### src/rtl/sync_gen_pkg.sv
package sync_gen_pkg;

   typedef enum logic [1:0] {
      STRAP_ONE   = 2'b00,
      STRAP_TWO   = 2'b01,
      STRAP_FOUR  = 2'b10,
      STRAP_SPARE = 2'b11
   } strap_e;

   localparam int STRAP_W = 2;

endpackage

### src/rtl/sync_word_pick.sv
module sync_word_pick
   import sync_gen_pkg::*;
#(
   parameter int NCH = 20,
   parameter int WORD_W = 20,
   parameter logic [WORD_W-1:0] W_ONE = 20'hFF596,
   parameter logic [WORD_W-1:0] W_TWO = 20'hFF34D,
   parameter logic [WORD_W-1:0] W_FOUR = 20'hFF669
) (
   input  logic [NCH-1:0]         slot_ring,
   input  logic [STRAP_W*NCH-1:0] mode_straps,
   input  logic                   inv_cmd,
   output logic [WORD_W-1:0]      word
);

   logic [NCH-1:0] hit_two;
   logic [NCH-1:0] hit_four;
   logic [WORD_W-1:0] base;

   for (genvar k = 0; k < NCH; k++) begin : g_slot
      localparam int NXT = (k + 1) % NCH;
      strap_e nxt_mode;
      assign nxt_mode   = strap_e'(mode_straps[STRAP_W*NXT +: STRAP_W]);
      assign hit_two[k]  = slot_ring[k] & (nxt_mode == STRAP_TWO);
      assign hit_four[k] = slot_ring[k] & (nxt_mode == STRAP_FOUR);
   end

   always_comb begin
      if (|hit_four)      base = W_FOUR;
      else if (|hit_two)  base = W_TWO;
      else                base = W_ONE;
      word = base ^ {WORD_W{inv_cmd}};
   end

endmodule

### src/rtl/sync_word_shifter.sv
module sync_word_shifter #(
   parameter int WORD_W = 20
) (
   input  logic              clk,
   input  logic              rst_n,
   input  logic              bit_stb,
   input  logic              xfer_stb,
   input  logic [WORD_W-1:0] word,
   output logic              cur_bit,
   output logic              primed
);

   logic [WORD_W-1:0] sreg;
   logic              armed;

   always_ff @(posedge clk or negedge rst_n) begin
      if (!rst_n) begin
         sreg    <= '0;
         cur_bit <= 1'b0;
         armed   <= 1'b0;
         primed  <= 1'b0;
      end else begin
         if (bit_stb) begin
            if (xfer_stb) begin
               cur_bit <= word[WORD_W-1];
               sreg    <= {word[WORD_W-2:0], 1'b0};
            end else begin
               cur_bit <= sreg[WORD_W-1];
               sreg    <= {sreg[WORD_W-2:0], 1'b0};
            end
            if (xfer_stb || armed) primed <= 1'b1;
         end else if (xfer_stb) begin
            sreg <= word;
         end
         if (xfer_stb) armed <= 1'b1;
      end
   end

endmodule

### src/rtl/sync_biphase_retime.sv
module sync_biphase_retime (
   input  logic clk,
   input  logic rst_n,
   input  logic bit_stb,
   input  logic mid_stb,
   input  logic cur_bit,
   input  logic primed,
   output logic sync_out
);

   logic phase_hi;
   logic coded;

   assign coded = primed & (cur_bit ^ phase_hi);

   always_ff @(posedge clk or negedge rst_n) begin
      if (!rst_n) begin
         phase_hi <= 1'b0;
         sync_out <= 1'b0;
      end else begin
         if (bit_stb)      phase_hi <= 1'b1;
         else if (mid_stb) phase_hi <= 1'b0;
         if (bit_stb || mid_stb) sync_out <= coded;
      end
   end

endmodule

### src/rtl/sync_word_gen.sv
module sync_word_gen
   import sync_gen_pkg::*;
#(
   parameter int NCH = 20,
   parameter int WORD_W = 20,
   parameter logic [WORD_W-1:0] W_ONE = 20'hFF596,
   parameter logic [WORD_W-1:0] W_TWO = 20'hFF34D,
   parameter logic [WORD_W-1:0] W_FOUR = 20'hFF669
) (
   input  logic                   clk,
   input  logic                   rst_n,
   input  logic                   bit_stb,
   input  logic                   mid_stb,
   input  logic                   xfer_stb,
   input  logic [NCH-1:0]         slot_ring,
   input  logic [STRAP_W*NCH-1:0] mode_straps,
   input  logic                   inv_cmd,
   output logic                   sync_out
);

   function automatic bit comma_free_set(logic [WORD_W-1:0] a1,
                                         logic [WORD_W-1:0] a2,
                                         logic [WORD_W-1:0] a4);
      logic [WORD_W-1:0]   set [6];
      logic [2*WORD_W-1:0] cat;
      logic [WORD_W-1:0]   win;
      bit ok;
      ok = 1'b1;
      set[0] = a1;  set[1] = a2;  set[2] = a4;
      set[3] = ~a1; set[4] = ~a2; set[5] = ~a4;
      for (int a = 0; a < 6; a++) begin
         for (int b = 0; b < 6; b++) begin
            if (a != b && set[a] == set[b]) ok = 1'b0;
            cat = {set[a], set[b]};
            for (int s = 1; s < WORD_W; s++) begin
               win = cat[2*WORD_W-1-s -: WORD_W];
               for (int c = 0; c < 6; c++)
                  if (win == set[c]) ok = 1'b0;
            end
         end
      end
      return ok;
   endfunction

   localparam bit COMMA_OK = comma_free_set(W_ONE, W_TWO, W_FOUR);

   if (NCH < 2) begin : g_bad_nch
      $error("sync_word_gen: NCH must be at least 2");
   end
   if (WORD_W < 2) begin : g_bad_width
      $error("sync_word_gen: WORD_W must be at least 2");
   end
   if (!COMMA_OK) begin : g_bad_code
      $error("sync_word_gen: code words and complements are not comma-free");
   end

   logic [WORD_W-1:0] word;
   logic              cur_bit;
   logic              primed;

   sync_word_pick #(
      .NCH(NCH), .WORD_W(WORD_W),
      .W_ONE(W_ONE), .W_TWO(W_TWO), .W_FOUR(W_FOUR)
   ) u_pick (
      .slot_ring  (slot_ring),
      .mode_straps(mode_straps),
      .inv_cmd    (inv_cmd),
      .word       (word)
   );

   sync_word_shifter #(.WORD_W(WORD_W)) u_shift (
      .clk     (clk),
      .rst_n   (rst_n),
      .bit_stb (bit_stb),
      .xfer_stb(xfer_stb),
      .word    (word),
      .cur_bit (cur_bit),
      .primed  (primed)
   );

   sync_biphase_retime u_code (
      .clk     (clk),
      .rst_n   (rst_n),
      .bit_stb (bit_stb),
      .mid_stb (mid_stb),
      .cur_bit (cur_bit),
      .primed  (primed),
      .sync_out(sync_out)
   );

endmodule

### config.mk
export PLATFORM = sky130hd
export DESIGN_NAME = sync_word_gen
export DESIGN_NICKNAME = d
export VERILOG_FILES = /design/src/rtl/sync_gen_pkg.sv /design/src/rtl/sync_word_pick.sv /design/src/rtl/sync_word_shifter.sv /design/src/rtl/sync_biphase_retime.sv /design/src/rtl/sync_word_gen.sv
export SDC_FILE = /design/constraint.sdc
export NUM_CORES = 1
export LEC_CHECK = 0
export ABC_AREA = 1
export BUFFER_PORTS_ARGS = -buffer_cell sky130_fd_sc_hd__buf_4
export CAP_MARGIN = 20
export CORE_MARGIN = 1
export CORE_UTILIZATION = 32
export DETAILED_ROUTE_END_ITERATION = 8
export PLACE_DENSITY_LB_ADDON = 0.1
export SLEW_MARGIN = 20
export SYNTH_ARGS = -nofsm -noshare
export SYNTH_HDL_FRONTEND = slang
export SYNTH_SLANG_ARGS = --single-unit
### constraint.sdc
create_clock -name clk -period 1.9 [get_ports clk]
set_clock_uncertainty 0.1 [all_clocks]
set_input_delay 0.19 -clock clk [delete_from_list [all_inputs] [get_ports clk]]
set_output_delay 0.19 -clock clk [all_outputs]
set_load 0.005 [all_outputs]
==> flow_summary_export.csv, run 1 <==
group,metric,value,unit
clock_tree,cts.sinks,25,
die,io-pin-count,67,
logic_synthesis,synth.avg_cell_area,7.085,um^2
timing,setup_viol,0,
final_layout,nets,391,
timing,fin_crit_sh,0.6812,
timing,rsz0062_at_grt,"false",
routing,wl_per_cell,11.42,um
power,power_leakage,1.317,nW
power,power_density,542.0,nW/um^2
timing,tns,0,ps
global_route,grt_pass1_vias,1724,
logic_synthesis,synth.distinct_cells,26,
timing,fmax,772.6,MHz
timing,final_max_slew_viol_count,0,
placed_design,pre_cts_ws,318.1,ps
routing,drc,0,
logic_synthesis,synthMostInstantiatedCell,"nand2_1",
final_layout,insertedDiodeCount,0,
logic_synthesis,yosysWarnings,0,
timing,worst_slack,605.6,ps
clock_tree,clk-insertion-delay-late,260,ps
clock_tree,clk_pin_slew,80,ps
worst_setup_path,crit_arrival,1350,ps
power,ir_drop,0.0002191,V
logic_synthesis,synth-async-reset-ratio,1.000,
routing,vias,1789,
die,die_h,76.70,um
worst_setup_path,crit_family,"simple AND/OR/NAND/NOR gates",
worst_setup_path,max_stage_delay,160,ps
timing,hold_viol_final,0,
global_route,grt-ovfl-total,0,
final_layout,finalCoreUtilization,0.4670,
logic_synthesis,yosysTopAreaCell,"dfrtp_1",
die,start_util,0.3409,
placed_design,placed_area,2391,um^2
worst_hold_path,hold_class,"in -> reg",
routing,drtIter0Drc,76,
die,core,5238,um^2
global_route,grt_max_degree,26,
worst_setup_path,path_cells,"buf_4 -> nand3_1 -> o21ai_1 -> nor2_1 -> nand2_2 -> nor2_8 -> nand2_2 -> nand2_1 -> nand3_2 -> nand3_1 -> a21oi_1",
logic_synthesis,ys_seq_elements,25,
global_route,track_usage,0.1626,
timing,fin_crit,1294,ps
timing,slew_headroom,0.7821,
worst_setup_path,crit_path_end_kind,"flop",
clock_tree,htree_levels,1,
logic_synthesis,yosys-top-cells-area,"dfrtp_1, nand2_1, nand3_1",
routing,drtAntennaViolNets,0,
final_layout,area_delta_synth_final,37.00,%
logic_synthesis,yosysTopAreaCellShare,0.3504,
placed_design,port_buffers,66,
routing,drt-pass1-iter-count,4,
final_layout,stdcell_area,2446,um^2
worst_setup_path,cp.required,1950,ps
clock_tree,clockBufferDepth,2,
clock_tree,cts_root_buf,"clkbuf_8",
job,maxCapViolations,0,
routing,wirelength,4500,um
worst_setup_path,worstPathMaxFanout,7,
status,status,"finished, final reports clean",
logic_synthesis,synth_edf_count,0,
clock_tree,cts_tree,"built",
global_route,grt_pass1_wl,7762,um
die,die_x,76.70,um
logic_synthesis,synthFlopType,"dfrtp_1",
placed_design,dp_cells,389,
global_route,antenna_found_initial,0,
placed_design,place.gp.congestion,0.8204,
final_layout,fin_cells,394,
logic_synthesis,syn-num-nets,318,
worst_setup_path,path_class,"in -> reg",
worst_setup_path,r2r_slack,840,ps
worst_setup_path,critical_path_buf_inv_count,1,
die,rows,26,
placed_design,dp_hpwl,3774,um
logic_synthesis,netlist_instances,252,
routing,vias_per_cell,4.541,
logic_synthesis,synthTopCellsByCount,"nand2_1, inv_1, nand3_1",
final_layout,drive_above_1_share,0.3272,
logic_synthesis,synthesis.area,1785,um^2
timing,worstMarginPinSlew,326.8,ps
die,die-area,5882,um^2
clock_tree,cts_buffers,3,
worst_setup_path,crit_slowest_cell,"nor2_8",
worst_setup_path,crit_path_start_kind,"primary input",
logic_synthesis,ys_seq_area_frac,0.3504,
## layer usage
metal | vias to the layer above | global-route usage | routed length (um)
met4 | 0 | 0.03077 | 30
li1 | 961 | - | -
met3 | 4 | 0.03095 | 181
met5 | - | 0 | 0
met1 | 786 | 0.2268 | 2206
met2 | 38 | 0.2616 | 2081
## final timing paths
path | startpoint | end | depth (start not counted)
worst max-delay path | mode_straps[11] | u_shift.sreg[2] | 11
worst min-delay path | mid_stb | u_code.phase_hi | 2
worst max register to register | u_code.phase_hi | u_code.sync_out | 3
worst min register to register | u_shift.primed | u_shift.primed | 1
max in group asynchronous | rst_n | u_shift.sreg[8] | 2
min in group asynchronous | rst_n | u_shift.sreg[4] | 2
## stage by stage
step	hold WS, ps	power, W
6_report	41.26	0.001326
3_3_place_gp	14.01	0.001026
3_5_place_dp	17.91	0.001030
2_1_floorplan	-205.6	0.0008368
5_1_grt	45.88	0.001422
4_1_cts	37.65	0.001348
## flip-flops by register name, indices dropped and copies added, names as in the netlist
name	flops
u_code.phase_hi	1
u_code.sync_out	1
u_shift.armed	1
u_shift.cur_bit	1
u_shift.primed	1
u_shift.sreg	20
## layout make-up
type	instances	area, um^2
clock buffers	4	45.04
inverters	43	161.4
flip-flops and latches	25	625.6
well taps	70	87.58
repair buffers	73	550.5
multi-input cells	179	975.9
fillers	531	2791
## placed cells by master, fill, tap and decap left out, types with 2 or more instances in the layout
master / n
o221ai_1: 5
o21ai_0: 6
nand2_2: 6
nand2_1: 57
o21ai_2: 3
nand3_1: 33
nand4_1: 2
nor2_2: 2
nor2_1: 19
buf_4: 72
nand3_2: 7
inv_1: 41
a21oi_1: 7
or2_2: 4
nand3b_1: 12
nor2_4: 4
dfrtp_1: 25
inv_2: 2
o21ai_1: 6
clkbuf_8: 3
## logic make-up (layout without fill, tap and decap cells)
logic type      Yosys count  in the layout  share of synthesized area
compound gates           31             31                     0.1093
buf+inv                  48            120                     0.1030
flops                    25             25                     0.3504
simple gates            148            148                     0.4373
## where the power goes
group | internal, W | leakage [nW] | switching [W]
clock | 0.000150 | 0.0228 | 0.000160
sequential | 0.000587 | 0.291 | 0.0000233
combinational | 0.000196 | 1.00 | 0.000210
## what timing repair did
item                                   CTS  global route
setup buffers                            0             0
gates resized for setup                  0             0
hold buffers                             1             0
endpoints found under the hold margin   25             0
(Power assumes the default switching activity.)
==> run 2: changes to the inputs <==
==> constraint.sdc (replaced) <==
create_clock -name clk -period 1.18 [get_ports clk]
set_clock_uncertainty 0.1 [all_clocks]
set_input_delay 0.118 -clock clk [delete_from_list [all_inputs] [get_ports clk]]
set_output_delay 0.118 -clock clk [all_outputs]
set_load 0.005 [all_outputs]
==> flow_summary_export.csv, run 2 (synthesis results as in run 1) <==
group,metric,value,unit
status,status,"finished, violations left",
status,violations,"negative setup slack",
clock_tree,cts_root_buf,"clkbuf_8",
routing,drtAntennaViolNets,0,
die,start_util,0.3409,
die,die_x,76.70,um
final_layout,nets,397,
worst_setup_path,path_class,"in -> reg",
final_layout,drive_above_1_share,0.4939,
worst_setup_path,crit_path_end_kind,"flop",
routing,vias,1875,
routing,wirelength,4687,um
power,power_density,815.1,nW/um^2
global_route,track_usage,0.1696,
global_route,grt_max_degree,26,
timing,tns,-126.5,ps
worst_setup_path,crit_path_start_kind,"primary input",
placed_design,dp_hpwl,3765,um
job,maxCapViolations,0,
die,io-pin-count,67,
worst_setup_path,cp.required,1240,ps
power,ir_drop,0.0003899,V
power,p_total,0.002267,W
power,power_leakage,1.415,nW
timing,worstMarginPinSlew,319.5,ps
timing,final_max_slew_viol_count,0,
final_layout,area_delta_synth_final,55.78,%
clock_tree,htree_levels,1,
final_layout,largest_reg_flops,20,
clock_tree,clockBufferDepth,2,
routing,drc,0,
clock_tree,clk-insertion-delay-late,260,ps
die,core,5238,um^2
final_layout,stdcell_area,2781,um^2
final_layout,finalCoreUtilization,0.5311,
final_layout,most-common-layout-cells,"buf_4, nand2_1, inv_1",
timing,fin_crit,1208,ps
die,die_h,76.70,um
timing,fin_crit_sh,1.023,
final_layout,final_common_cell,"buf_4",
worst_setup_path,worstPathMaxFanout,7,
placed_design,port_buffers,66,
placed_design,place.gp.congestion,0.7377,
routing,vias_per_cell,4.688,
global_route,grt_pass1_vias,1895,
die,rows,26,
final_layout,regMostFlops,"u_shift.sreg",
clock_tree,cts_buffers,3,
routing,drt-pass1-iter-count,4,
global_route,antenna_found_initial,0,
routing,wl_per_cell,11.72,um
global_route,grt-ovfl-total,0,
die,die-area,5882,um^2
final_layout,insertedDiodeCount,0,
routing,drtIter0Drc,58,
worst_setup_path,crit_arrival,1270,ps
timing,rsz0062_at_grt,"true",
placed_design,pre_cts_ws,-361.0,ps
timing,slew_headroom,0.7870,
placed_design,placed_area,2454,um^2
timing,hold_viol_final,0,
timing,fmax,828.1,MHz
clock_tree,cts_tree,"built",
timing,worst_slack,-27.58,ps
clock_tree,clk_pin_slew,80,ps
global_route,grt_pass1_wl,8142,um
timing,setup_viol,7,
clock_tree,cts.sinks,25,
worst_hold_path,hold_class,"in -> reg",
==> run 2: area by class of cell <==
type | count | area [um^2]
clock buffers | 4 | 45.04
multi-input cells | 179 | 1170
well taps | 70 | 87.58
repair buffers | 79 | 684.4
flip-flops and latches | 25 | 625.6
fillers | 534 | 2456
inverters | 43 | 168.9
==> run 2: what timing repair did <==
item / in CTS / in global routing
hold buffers: 2 / 0
buffers inserted: 1 / 0
setup endpoints to repair: 9 / 13
resized for setup: 41 / 33
endpoints found under the hold margin: 26 / 0
pin swaps: 33 / 36
==> run 2: routing by layer <==
metal,GRT usage,up-vias,share of wire
met5,0,-,0
met4,0.02885,0,0.0045
met3,0.03214,2,0.043
met2,0.2777,37,0.49
met1,0.2337,869,0.47
li1,-,967,-
==> run 2: worst max-delay path, stage by stage <==
cell     delay [ps]
buf_4           120
nand2_1          70
o21ai_2          60
nor2_2          140
nand2_2         120
nor2_8          180
nand3_2         110
nand3_4         150
nand3_2          90
nand2_2          60
o21ai_2          50
==> run 2: path summary, 6_finish.rpt <==
check	from	end	slack [ps]	cells after the start
worst max-delay path	slot_ring[7]	u_shift.sreg[7]	-30	11
worst min-delay path	xfer_stb	u_shift.armed	40	2
worst max register to register	u_code.phase_hi	u_code.sync_out	140	3
worst min register to register	u_shift.armed	u_shift.armed	360	1
max in group asynchronous	rst_n	u_shift.sreg[14]	550	2
min in group asynchronous	rst_n	u_code.sync_out	190	2
==> run 2: per-stage QoR <==
step | instances | hold slack, ps
detailed placement | 393 | -59.17
floorplan | 252 | -277.6
global route | 400 | 46.95
global placement | 393 | -55.51
CTS | 400 | 43.08
finish | 400 | 43.16
==> run 2: where the power goes <==
part	leakage, nW	internal (W)	switching, W	total (W)
Combinational	1.10	0.000390	0.000398	0.000788
Sequential	0.291	0.000945	0.0000369	0.000982
Clock	0.0228	0.000241	0.000256	0.000497
Total	1.41	0.00158	0.000691	0.00227
